**src/rtl/tod_pkg.sv**
```systemverilog
`timescale 1ns/1ps
package tod_pkg;
  typedef enum logic [2:0] {
    A_TIME_LO   = 3'd0,
    A_TIME_HI   = 3'd1,
    A_LOAD_LO   = 3'd2,
    A_LOAD_HI   = 3'd3,
    A_CTRL      = 3'd4,
    A_DRIFT_CFG = 3'd5,
    A_DRIFT_RST = 3'd6
  } reg_addr_e;

  localparam logic [31:0] CTRL_PAUSE  = 32'd2;
  localparam logic [31:0] CTRL_RESUME = 32'd4;

  typedef struct packed {
    logic        dir;     // 1: add
    logic [2:0]  mag;     // ns
    logic [27:0] period;  // 16 ns units
  } drift_cfg_t;
endpackage

```
**src/rtl/tod_drift_gen.sv**
```systemverilog
`timescale 1ns/1ps
module tod_drift_gen #(
  parameter int PER_W   = 28,
  parameter int MAG_W   = 3,
  parameter int NOM_INC = 16
) (
  input  logic             clk_i,
  input  logic             rst_ni,
  input  logic             run_i,
  input  logic             hold_i,
  input  logic [PER_W-1:0] period_i,
  input  logic [MAG_W-1:0] mag_i,
  output logic             due_o
);
  localparam int ACC_W = PER_W + 6;

  logic [ACC_W-1:0] acc_q, acc_sum, interval;
  logic [PER_W-1:0] per_eff;
  logic             active;

  always_comb begin
    per_eff  = (period_i == '0) ? PER_W'(1) : period_i;
    interval = (ACC_W'(per_eff) << 4) + ACC_W'(8);
    acc_sum  = acc_q + ACC_W'(NOM_INC);
    active   = (mag_i != '0) && !hold_i;
    due_o    = run_i && active && (acc_sum >= interval);
  end

  always_ff @(posedge clk_i or negedge rst_ni) begin
    if (!rst_ni)      acc_q <= '0;
    else if (!active) acc_q <= '0;
    else if (run_i)   acc_q <= due_o ? (acc_sum - interval) : acc_sum;
  end
endmodule

```
**src/rtl/tod_time_core.sv**
```systemverilog
`timescale 1ns/1ps
module tod_time_core #(
  parameter int TIME_W  = 64,
  parameter int HALF_W  = 32,
  parameter int MAG_W   = 3,
  parameter int NOM_INC = 16
) (
  input  logic              clk_i,
  input  logic              rst_ni,
  input  logic              run_i,
  input  logic              ld_lo_i,
  input  logic              ld_hi_i,
  input  logic [HALF_W-1:0] ld_data_i,
  input  logic              due_i,
  input  logic              add_i,
  input  logic [MAG_W-1:0]  mag_i,
  output logic [TIME_W-1:0] time_o
);
  localparam int HI_W = TIME_W - HALF_W;

  logic [TIME_W-1:0] time_q, step;

  always_comb begin
    step = TIME_W'(NOM_INC);
    if (due_i) step = add_i ? step + TIME_W'(mag_i) : step - TIME_W'(mag_i);
  end

  always_ff @(posedge clk_i or negedge rst_ni) begin
    if (!rst_ni) time_q <= '0;
    else if (run_i) time_q <= time_q + step;
    else begin
      if (ld_lo_i) time_q[HALF_W-1:0]      <= ld_data_i;
      if (ld_hi_i) time_q[TIME_W-1:HALF_W] <= HI_W'(ld_data_i);
    end
  end

  assign time_o = time_q;
endmodule

```
**src/rtl/tod_rd_port.sv**
```systemverilog
`timescale 1ns/1ps
module tod_rd_port
  import tod_pkg::*;
#(
  parameter int TIME_W = 64,
  parameter int HALF_W = 32
) (
  input  logic              clk_i,
  input  logic              rst_ni,
  input  logic              re_i,
  input  logic [2:0]        addr_i,
  input  logic [TIME_W-1:0] time_i,
  input  logic [HALF_W-1:0] cfg_i,
  input  logic              hold_i,
  output logic [HALF_W-1:0] rdata_o
);
  localparam int HI_W = TIME_W - HALF_W;

  logic [HI_W-1:0] snap_q;

  always_ff @(posedge clk_i or negedge rst_ni) begin
    if (!rst_ni) begin
      rdata_o <= '0;
      snap_q  <= '0;
    end else if (re_i) begin
      case (reg_addr_e'(addr_i))
        A_TIME_LO: begin
          rdata_o <= time_i[HALF_W-1:0];
          snap_q  <= time_i[TIME_W-1:HALF_W];
        end
        A_TIME_HI:   rdata_o <= HALF_W'(snap_q);
        A_DRIFT_CFG: rdata_o <= cfg_i;
        A_DRIFT_RST: rdata_o <= HALF_W'(hold_i);
        default:     rdata_o <= '0;
      endcase
    end
  end
endmodule

```
**src/rtl/tod_counter.sv**
```systemverilog
`timescale 1ns/1ps
module tod_counter
  import tod_pkg::*;
#(
  parameter int TIME_W  = 64,
  parameter int DATA_W  = 32,
  parameter int NOM_INC = 16
) (
  input  logic              clk_i,
  input  logic              rst_ni,
  input  logic              reg_valid_i,
  input  logic              reg_write_i,
  input  logic [2:0]        reg_addr_i,
  input  logic [DATA_W-1:0] reg_wdata_i,
  output logic [DATA_W-1:0] reg_rdata_o,
  output logic [TIME_W-1:0] time_o
);
  localparam int PER_W = $bits(drift_cfg_t) - 4;
  localparam int MAG_W = 3;

  logic       paused_q, drift_rst_q, corr_due;
  drift_cfg_t cfg_q;
  logic       we, re, ctrl_wr, cfg_wr, rst_wr, ld_lo_wr, ld_hi_wr, load_we;

  always_comb begin
    we       = reg_valid_i && reg_write_i;
    re       = reg_valid_i && !reg_write_i;
    ctrl_wr  = we && (reg_addr_i == A_CTRL);
    cfg_wr   = we && (reg_addr_i == A_DRIFT_CFG);
    rst_wr   = we && (reg_addr_i == A_DRIFT_RST);
    ld_lo_wr = we && (reg_addr_i == A_LOAD_LO);
    ld_hi_wr = we && (reg_addr_i == A_LOAD_HI);
    load_we  = ld_lo_wr || ld_hi_wr;
  end

  always_ff @(posedge clk_i or negedge rst_ni) begin
    if (!rst_ni) begin
      paused_q    <= 1'b0;
      drift_rst_q <= 1'b0;
      cfg_q       <= '0;
    end else begin
      if (ctrl_wr && reg_wdata_i == CTRL_PAUSE)  paused_q <= 1'b1;
      if (ctrl_wr && reg_wdata_i == CTRL_RESUME) paused_q <= 1'b0;
      if (rst_wr)                cfg_q       <= cfg_q;
      if (rst_wr)                drift_rst_q <= reg_wdata_i[0];
      if (cfg_wr && drift_rst_q) cfg_q       <= drift_cfg_t'(reg_wdata_i);
    end
  end

  tod_drift_gen #(
    .PER_W(PER_W), .MAG_W(MAG_W), .NOM_INC(NOM_INC)
  ) u_drift (
    .clk_i    (clk_i),
    .rst_ni   (rst_ni),
    .run_i    (!paused_q),
    .hold_i   (drift_rst_q),
    .period_i (cfg_q.period),
    .mag_i    (cfg_q.mag),
    .due_o    (corr_due)
  );

  tod_time_core #(
    .TIME_W(TIME_W), .HALF_W(DATA_W), .MAG_W(MAG_W), .NOM_INC(NOM_INC)
  ) u_core (
    .clk_i     (clk_i),
    .rst_ni    (rst_ni),
    .run_i     (!paused_q),
    .ld_lo_i   (ld_lo_wr),
    .ld_hi_i   (ld_hi_wr),
    .ld_data_i (reg_wdata_i),
    .due_i     (corr_due),
    .add_i     (cfg_q.dir),
    .mag_i     (cfg_q.mag),
    .time_o    (time_o)
  );

  tod_rd_port #(
    .TIME_W(TIME_W), .HALF_W(DATA_W)
  ) u_rd (
    .clk_i   (clk_i),
    .rst_ni  (rst_ni),
    .re_i    (re),
    .addr_i  (reg_addr_i),
    .time_i  (time_o),
    .cfg_i   (cfg_q),
    .hold_i  (drift_rst_q),
    .rdata_o (reg_rdata_o)
  );
endmodule

```
**config.mk**
```make
export PLATFORM = sky130hd
export DESIGN_NAME = tod_counter
export DESIGN_NICKNAME = d
export VERILOG_FILES = /design/src/rtl/tod_pkg.sv /design/src/rtl/tod_drift_gen.sv /design/src/rtl/tod_time_core.sv /design/src/rtl/tod_rd_port.sv /design/src/rtl/tod_counter.sv
export SDC_FILE = /design/constraint.sdc
export NUM_CORES = 1
export LEC_CHECK = 0
export ABC_AREA = 0
export BUFFER_PORTS_ARGS = -buffer_cell sky130_fd_sc_hd__clkbuf_2
export CAP_MARGIN = 0
export CORE_MARGIN = 2
export CORE_UTILIZATION = 50
export DETAILED_ROUTE_END_ITERATION = 8
export HOLD_SLACK_MARGIN = 0.1
export PLACE_DENSITY = 0.69
export SLEW_MARGIN = 5
export SYNTH_ARGS = -nofsm -noshare
export SYNTH_HDL_FRONTEND = slang
export SYNTH_HIERARCHICAL = 1
export SYNTH_SLANG_ARGS = --single-unit
export TNS_END_PERCENT = 10
```
**constraint.sdc**
```tcl
create_clock -name clk_i -period 7.3 [get_ports clk_i]
set_input_delay 0.73 -clock clk_i [delete_from_list [all_inputs] [get_ports clk_i]]
set_output_delay 0.73 -clock clk_i [all_outputs]
set_load 0.005 [all_outputs]
```
==> results of run 1 <==
## how the worst max path moves through the flow
stage / end / cells after the start / startpoint / slack (ps)
3_5_place_dp: u_core/time_o[18] / 22 / u_drift/acc_q[4] / 880
3_3_place_gp: u_core/time_o[18] / 22 / u_drift/acc_q[4] / 1120
2_1_floorplan: u_core/time_o[48] / 25 / u_drift/acc_q[4] / 1670
5_1_grt: u_core/time_o[60] / 23 / u_drift/acc_q[4] / 290
6_report: u_core/time_o[18] / 22 / u_drift/acc_q[4] / 750
4_1_cts: u_core/time_o[18] / 22 / u_drift/acc_q[4] / 850
## sequential cells by signal (all words and copies together) (netlist names)
name,cells
u_drift/acc_q,31
u_rd/rdata_o,32
drift_rst_q,1
u_rd/snap_q,32
u_core/time_o,64
cfg_q,32
paused_q,1
## metal layers
layer  global-route usage [%]  vias to the layer above  share of wire, %
met3                    4.457                      111               5.9
li1                         -                     5437                 -
met5                        0                        -                 0
met1                    39.78                     5878                42
met2                    48.85                      486                48
met4                    12.44                        0               4.0
## power by group
group / total, W / leakage, nW / internal, W / switching [W]
sequential: 0.00163 / 2.45 / 0.00130 / 0.000331
clock: 0.000997 / 0.306 / 0.000484 / 0.000513
combinational: 0.00276 / 3.52 / 0.00121 / 0.00156
## area by class of cell
cell class              instances  share of cell area [%]
clock buffers                  18                   3.015
clock inverters                14                   1.323
repair buffers                152                   5.591
inverters                      84                   2.182
well taps                     335                   2.877
multi-input cells            1067                   51.86
flip-flops and latches        193                   33.15
## synth_stat cells (all sizes together), types with 36 or more instances
master	n	area share (%)
nand2	89	2.6
buf	39	2.0
dfrtp	193	37
nand4	39	2.2
o22ai	44	2.1
nand3	53	2.3
nor2	97	2.8
clkbuf	46	1.3
ha	36	3.4
inv	84	2.4
o21ai	62	2.4
a21oi	124	4.8
mux2	98	8.4
xnor2	48	3.2
nor3b	42	2.4
## cells by family (layout without fill, tap and decap cells)
logic type | after synthesis | after routing | synth area share [%]
multiplexers | 124 | 124 | 10.38
AO/OA/AOI/OAI | 370 | 370 | 18.38
adder cells (fa/ha/maj) | 38 | 38 | 3.733
XOR/XNOR | 59 | 59 | 3.933
buffers and inverters | 169 | 268 | 5.770
flip-flops | 193 | 193 | 36.75
AND/OR/NAND/NOR | 476 | 476 | 21.05
## metrics by stage
step,std cells,total power [W]
2_1_floorplan,1429,0.003668
3_3_place_gp,1831,0.004299
3_5_place_dp,1831,0.004351
4_1_cts,1863,0.005361
5_1_grt,1863,0.005752
6_report,1863,0.005389
## cell usage in the layout, fill, tap and decap left out, drive strengths merged, types with 7 or more instances in the layout
master	count
o21bai	8
o211ai	10
and3	21
buf	18
and4	8
inv	92
xor2	11
nor3	33
a31oi	12
o21ai	62
ha	36
dfrtp	193
mux2	98
o41ai	7
nor4	30
nor3b	42
o22ai	44
clkbuf	152
a21oi	124
nand4	39
a211oi	25
nand3	53
and2	11
a311oi	9
nor2b	18
nor2	97
xnor2	48
nand2	89
o21a	8
mux2i	26
o31ai	10
nand2b	12
==> results.md, run 1 <==
- Max_cap viols: 0
- Fill count: approximately 2300
- Critical path cell sequence: ha_1, nand4_1, nor2_2, nand2_1, nor2_1, xor2_1, ha_1, and3_1, and2_1, nand2_1, o2111a_2, o2111ai_4, nand3_1, inv_1, or3b_2, ha_1, o21ai_1, o21bai_2, nand2_1, or3_1, o22ai_1, o21ba_1
- CTS tree: yes
- Footprint of the multi-input gates: approximately 7600 um2
- CP Max Fanout: 10
- Gpl congestion: 0.9554
- Post-synth top flop: dfrtp_1
- Layout net count: approximately 1600
- Gr usage total: 29.84%
- CP bufs+invs: 1
- Die Wd: 166.1 um
- RSZ-0062 raised after global routing: no
- Share of layout cells above drive strength 1: around a fifth
- CP startpoint kind: flip-flop
- FFs w/ async S/R, synth: 100.0%
- Syn Area/Cell: roughly 9.2 um2
- Post-CTS Setup Bufs: 0
- Fin. Hold Viols: 0
- DP HPWL: ~30000 um
- Max Slew Vio Count: 0
- FF/Latch Area: around 4800 um2
- Post-synthesis cell count: 1429
- Final Cycle Share: about nine tenths
- ANT cells: 0
- Row cnt: a little under 60
- Worst r2r src: u_drift/acc_q[4]
- Largest net degree at the start of global routing: 99
- Pre-Repair DR Iteration Count: 6
- Vias/cell: ~6.4
- Ys Warns: 6
- Slew headroom: between 10% and 20%
- Max stage delay cell, worst path: o21bai_2
- Die ar.: 27590 um2
- Static Leakage: 6.267 nW
- Num CTS Buffers: 17
- WP data arrival: approximately 7000 ps
- 1st-iter DRT viols: approximately 1100
- Htree depth: 4
- Synthesized area: 13140 um2
- Tightest Pin Transition: between 1000 and 1500 ps
- Clk_lat worst skew: approximately 460 ps
- Fin crit period: approximately 6500 ps
- Routed wire per std cell: 22.35 um
- R2R setup slack: 750 ps
- Pre-CTS setup slack: between 800 and 900 ps
- Final Core Density: a little under three fifths
- Post-synth cell types: 92
- Vias in the first global route: about 11000
- Synth Register Bits: between 150 and 200
- Final WL: approximately 42000 um
- Max Freq: between 0.15 and 0.2 GHz
- Post-placement cell area: roughly 14000 um2
- Cts repair resizes: 0
- Max IR drop VDD: ~0.00020 V
- Vias: approximately 12000
- Status: complete, no violations
- Grt ovf: 0
- Worst Setup End Kind: flip-flop
- Setup tns final: 0 ps
- Die Ht: roughly 170 um
- Hold crit path type: in -> async
- Post-synthesis sequential area ratio: 36.75%
- Post-synth EDFFs: 0
- First-pass GRT wire length: ~66000 um
- CORE AREA: about 26000 um2
- Antenna Nets Post-Route: 0
- Crit path required time: 7640 ps
- Worst Skew: ~23 ps
- Final setup vio count: 0
- RR Endpoint: u_core/time_o[18]
- CTS root buffer: clkbuf_16
- Top-Level Pins: 135
- Hold_ws: around 350 ps
- Synth Net Count: between 1500 and 2000
- Syn-to-layout area delta: 10.86%
- CP max stage delay: about 550 ps
- DRC: 0
- Antenna violations before repair: 0
- Setup ws final: about 750 ps
- Clk slew on worst S/H paths: 80 ps
- Pwr Density: between 300 and 400 nW/um2
- # port buffers: approximately 130
- Maximum clock insertion buffer count: 2
- Cts-stage hold buffer count: 0
- Final Cell Area: 14570 um2
- WS Path Type: reg -> reg
- R2R cell count: 22
- Clock Sinks: 193
- Initial core utilization: between 50 and 60%
- Top Family by Delay on Critical Path: simple AND/OR/NAND/NOR gates
Note: power is estimated with default switching activity, not from simulation.
==> run 2, diff against run 1 <==
--- a/config.mk
+++ b/config.mk
@@ -6,13 +6,12 @@
 export NUM_CORES = 1
 export LEC_CHECK = 0
 export ABC_AREA = 0
-export BUFFER_PORTS_ARGS = -buffer_cell sky130_fd_sc_hd__clkbuf_2
 export CAP_MARGIN = 0
 export CORE_MARGIN = 2
-export CORE_UTILIZATION = 50
+export CORE_UTILIZATION = 40
 export DETAILED_ROUTE_END_ITERATION = 8
+export DONT_BUFFER_PORTS = 1
 export HOLD_SLACK_MARGIN = 0.1
-export PLACE_DENSITY = 0.69
 export SLEW_MARGIN = 5
 export SYNTH_ARGS = -nofsm -noshare
 export SYNTH_HDL_FRONTEND = slang
==> run 2 against run 1 <==
Effect of this change:
- combinational power decreased by 5%
- worst setup slack improved by 160 ps
- global-route usage decreased by 4.7 points
- final cell count decreased by 1.7%
- utilization decreased by 13 points
- largest power group unchanged
==> results.md, run 2 (synthesis results as in run 1) <==
- Sw power: about 0.0023 W
- Final non-filler cell total: 1831
- Final WL: between 40000 and 50000 um
- Max stage delay cell, worst path: nor2_1
- Antenna violations before repair: 1
- Pwr Density: around 370 nW/um2
- DRC: 0
- Status: complete, no violations
- RR Endpoint: u_core/time_o[31]
- First-pass GRT wire length: approximately 65000 um
- Placed cells: approximately 1800
- CORE AREA: 32450 um2
- CTS tree: yes
- Largest register FFs: 64
- Sw frac: between 40% and 50%
- Worst Skew: roughly 13 ps
- Share of layout cells above drive strength 1: a little under an eighth
- Die Wd: approximately 190 um
- Initial core utilization: between 40 and 50%
- Max Slew Vio Count: 0
- Htree depth: 4
- Row cnt: 66
- R2R cell count: 22
- WS Path Type: reg -> reg
- CP startpoint kind: flip-flop
- Antenna Nets Post-Route: 0
- CP Max Fanout: 8
- 1st-iter DRT viols: ~1200
- Clock Sinks: slightly below 200
- Vias/cell: roughly 6.1
- Pre-CTS setup slack: around 940 ps
- Largest net degree at the start of global routing: between 150 and 200
- Final Cycle Share: roughly 90%
- Routed wire per std cell: approximately 24 um
- Worst Setup End Kind: flip-flop
- Clock power frac: approximately 18%
- CP max stage delay: around 650 ps
- Layout net count: between 1000 and 1500
- Vias: ~11000
- Tightest Pin Transition: around 1400 ps
- Grt ovf: 0
- Hold_ws: 186.4 ps
- Top Family by Delay on Critical Path: simple AND/OR/NAND/NOR gates
- Int Power: roughly 0.003 W
- Setup ws final: a little over 900 ps
- Die Ht: 185.2 um
- Static Leakage: between 5 and 6 nW
- # port buffers: 0
- Hold crit path type: in -> async
- Top-Level Pins: 135
- Die ar.: between 30000 and 40000 um2
- Combinational Power Share: about half
- Num CTS Buffers: 17
- R2R setup slack: between 900 and 1000 ps
- Post-CTS Setup Bufs: 0
- CP bufs+invs: 1
- Worst r2r src: u_drift/acc_q[4]
- Critical path cell sequence: ha_1, nand4_1, nor2_2, nand2_1, nor2_1, xor2_1, ha_1, and3_1, and2_1, nand2_1, o2111a_2, o2111ai_4, nand3_1, inv_1, or3b_2, ha_1, a21oi_1, nand2_1, nor2_1, or4_1, a21oi_1, o221a_2
- Vias in the first global route: 10510
- Setup tns final: 0 ps
- Syn-to-layout area delta: 6.199%
- Max IR drop VDD: approximately 0.00016 V
- Max_cap viols: 0
- RSZ-0062 raised after global routing: no
- Clk slew on worst S/H paths: approximately 70 ps
- WP data arrival: ~6700 ps
- Final setup vio count: 0
- Max Freq: 0.1566 GHz
- Slew headroom: approximately 5.7%
- Clk_lat worst skew: between 400 and 500 ps
- Gr usage total: between 20% and 30%
- Most common cell after layout, fill and taps aside: dfrtp_1
- Fin. Hold Viols: 0
- Maximum clock insertion buffer count: 2
- Fin crit period: between 6000 and 7000 ps
- CTS root buffer: clkbuf_16
- Pre-Repair DR Iteration Count: 5
- Gpl congestion: 0.9023
- Crit path required time: about 7600 ps
- Sequential power share: between 30% and 40%
- Most frequent cells in the layout: dfrtp_1, a21oi_1, nor2_1
- DP HPWL: around 31000 um
run 2: how the worst max path moves through the flow:
stage / from / end / slack [ps] / cells after the start
2_1_floorplan: u_drift/acc_q[4] / u_core/time_o[48] / 1670 / 25
3_3_place_gp: u_drift/acc_q[4] / u_core/time_o[31] / 1150 / 22
3_5_place_dp: u_drift/acc_q[4] / u_core/time_o[18] / 940 / 22
4_1_cts: u_drift/acc_q[4] / u_core/time_o[18] / 900 / 22
5_1_grt: u_drift/acc_q[4] / u_core/time_o[31] / 400 / 22
6_report: u_drift/acc_q[4] / u_core/time_o[31] / 910 / 22
run 2: area by class of cell:
| class | count | area [um2] |
|---|---|---|
| Antenna cell | 1 | 2.502 |
| Clock buffer | 23 | 488.0 |
| Clock inverter | 7 | 77.57 |
| Fill cell | 3132 | 18500 |
| Inverter | 84 | 317.8 |
| Multi-Input combinational cell | 1067 | 7561 |
| Sequential cell | 193 | 4830 |
| Tap cell | 442 | 553.0 |
| Timing Repair Buffer | 14 | 125.1 |
run 2: stage by stage:
stage                     power [W]  utilization, %  cell area, um2
final                      0.005215           43.00           13950
after global routing       0.005585           42.99           13950
after CTS                  0.005208           42.99           13950
after detailed placement   0.004232           41.16           13360
after global placement     0.004203           41.16           13360
after floorplan            0.003668               -           13140
run 2: power by group through the flow:
stage	clock network [W]	registers, W	logic [W]
6_report	0.000940	0.00167	0.00261
5_1_grt	0.000999	0.00171	0.00288
4_1_cts	0.000959	0.00167	0.00258
3_5_place_dp	0	0.00168	0.00255
3_3_place_gp	0	0.00168	0.00252
2_1_floorplan	0	0.00151	0.00216
run 2: what timing repair did:
| action | 4_1_cts | 5_1_grt |
|---|---|---|
| hold buffers | 1 | 0 |
| hold endpoints to repair | 193 | 0 |
| gates resized for setup | 0 | 0 |
run 2: metal layers:
| metal | global-route usage, % | vias up | share of wire, % |
|---|---|---|---|
| met5 | 0 | - | 0 |
| met4 | 9.556 | 0 | 3.2 |
| met3 | 5.840 | 76 | 7.6 |
| met2 | 40.37 | 458 | 47 |
| met1 | 32.98 | 5549 | 42 |
| li1 | - | 5160 | - |
==> run 3, diff against run 2 <==
--- a/config.mk
+++ b/config.mk
@@ -12,6 +12,8 @@
 export DETAILED_ROUTE_END_ITERATION = 8
 export DONT_BUFFER_PORTS = 1
 export HOLD_SLACK_MARGIN = 0.1
+export PLACE_DENSITY = 0.52
+export SKIP_CTS_REPAIR_TIMING = 1
 export SLEW_MARGIN = 5
 export SYNTH_ARGS = -nofsm -noshare
 export SYNTH_HDL_FRONTEND = slang
==> constraint.sdc (replaced) <==
create_clock -name clk_i -period 5.9 [get_ports clk_i]
set_input_delay 0.59 -clock clk_i [delete_from_list [all_inputs] [get_ports clk_i]]
set_output_delay 0.59 -clock clk_i [all_outputs]
set_load 0.005 [all_outputs]
==> run 3 against run 2 <==
Effect of this change:
- fmax up 14%
- highest routed layer is now met5
- wire length up 4.1%
- clock power up 27%
- largest cell class unchanged
- critical path depth unchanged
- worst setup slack worse by 630 ps
- critical path type unchanged
- global-route usage up 1.6 points
- register-to-register slack worse by 630 ps
==> results.md, run 3 (synthesis results as in run 1) <==
- Status: complete, no violations
- Final Core Density: 43.66%
- Slew headroom: between 10% and 20%
- Largest net degree at the start of global routing: between 150 and 200
- Initial core utilization: between 40% and 50%
- Hold crit path type: in -> async
- Static Leakage: 5.765 nW
- 1st-iter DRT viols: 965
- Crit path required time: about 6200 ps
- Top-Level Pins: ~140
- Clk slew on worst S/H paths: around 80 ps
- Footprint of the multi-input gates: around 7600 um2
- Pre-Repair DR Iteration Count: 5
- WS Path Type: reg -> reg
- Fin. Hold Viols: 0
- Fin crit period: roughly 5600 ps
- Hold_ws: about 120 ps
- Max Slew Vio Count: 0
- Largest register FFs: 64
- Die Ht: about 190 um
- Final setup vio count: 0
- Max Freq: around 0.18 GHz
- DP HPWL: ~32000 um
- Antenna Nets Post-Route: 0
- Worst Setup End Kind: flip-flop
- DRC: 0
- Most common cell after layout, fill and taps aside: dfrtp_1
- Max_cap viols: 0
- CORE AREA: about 32000 um2
- ANT cells: 0
- # port buffers: 0
- Final WL: roughly 45000 um
- CTS tree: yes
- CP startpoint kind: flip-flop
- Max IR drop VDD: around 0.00034 V
- Gpl congestion: 0.9101
- Pwr Density: approximately 460 nW/um2
- Final Cycle Share: a little over nine tenths
- CP Max Fanout: 10
- Clock Sinks: about 190
- Layout net count: 1472
- Vias: between 10000 and 15000
- Tightest Pin Transition: 1218 ps
- FF/Latch Area: between 4000 and 5000 um2
- Grt ovf: 0
- CTS root buffer: clkbuf_16
- Gr usage total: a little over a quarter
- Vias in the first global route: 10890
- Htree depth: 4
- Num CTS Buffers: 17
- Worst Skew: about 12 ps
- R2R setup slack: slightly below 300 ps
- Vias/cell: approximately 6.0
- First-pass GRT wire length: ~69000 um
- Row cnt: between 60 and 70
- WP data arrival: between 5000 and 6000 ps
- Syn-to-layout area delta: 7.827%
- Routed wire per std cell: approximately 24 um
- Die ar.: between 30000 and 40000 um2
- Die Wd: between 150 and 200 um
- Fill count: ~3200
- Clk_lat worst skew: between 400 and 500 ps
- Maximum clock insertion buffer count: 2
- Share of layout cells above drive strength 1: about 14%
- Antenna violations before repair: 1
- Most frequent cells in the layout: dfrtp_1, a21oi_1, nor2_1
==> run 3: report_power, final <==
part / internal [W] / switching, W / total [W] / leakage (nW)
clock: 0.000596 / 0.000596 / 0.00119 / 0.273
combinational: 0.00146 / 0.00189 / 0.00335 / 3.05
sequential: 0.00160 / 0.000443 / 0.00205 / 2.44
==> run 3: path summary, 6_finish.rpt <==
check,from,end,cells after the start
worst max-delay path,cfg_q[23],u_core/time_o[60],22
worst min-delay path,rst_ni,u_drift/acc_q[6],1
worst max register to register,cfg_q[23],u_core/time_o[60],22
worst min register to register,u_rd/snap_q[26],u_rd/snap_q[26],1
max in group asynchronous,rst_ni,u_drift/acc_q[29],1
min in group clk_i,reg_wdata_i[21],cfg_q[21],1
==> run 3: routing by layer <==
metal | GRT usage (%) | routed length [um] | vias to the layer above
met5 | 0 | 33 | -
met4 | 10.48 | 1501 | 4
met3 | 7.530 | 3029 | 75
met2 | 43.60 | 21630 | 362
met1 | 33.47 | 18900 | 5467
li1 | - | - | 5185
==> run 3: per-stage QoR <==
| step | TNS [ps] | power (W) | instances | instance area [um2] | setup slack, ps |
|---|---|---|---|---|---|
| 2_1_floorplan | 0 | 0.004539 | 1429 | 13140 | 273.4 |
| 6_report | 0 | 0.006588 | 1850 | 14170 | 289.3 |
| 5_1_grt | -2.297 | 0.007067 | 1850 | 14170 | -2.297 |
| 4_1_cts | -632.8 | 0.006530 | 1849 | 14070 | -148.8 |
| 3_5_place_dp | -327.8 | 0.005314 | 1817 | 13490 | -101.6 |
| 3_3_place_gp | -345.2 | 0.005284 | 1817 | 13490 | -113.7 |
==> run 3: cell type report <==
| type | count | share of cell area (%) |
|---|---|---|
| multi-input combinational | 1067 | 53.87 |
| sequential | 193 | 34.10 |
| tap | 442 | 3.903 |
| clock buffer | 17 | 3.002 |
| inverter | 84 | 2.243 |
| timing repair buffer | 32 | 1.837 |
| clock inverter | 15 | 1.042 |
==> run 3: critical path, stage by stage (launching register included) <==
cell       delay [ps]
dfrtp_1           470
nor4_4            390
nand3_1           260
nor2_1            140
nor2_1            100
ha_1              330
a211oi_2          180
o21ai_1           180
o31a_4            340
a21oi_4           200
o2111a_2          310
o2111ai_4         140
nand3_2           160
inv_1             100
and2_1            150
ha_1              200
fa_1              450
a211oi_2          360
o21ba_4           310
nor2_1             70
and4_1            260
a211oi_1          290
nor3_1             80
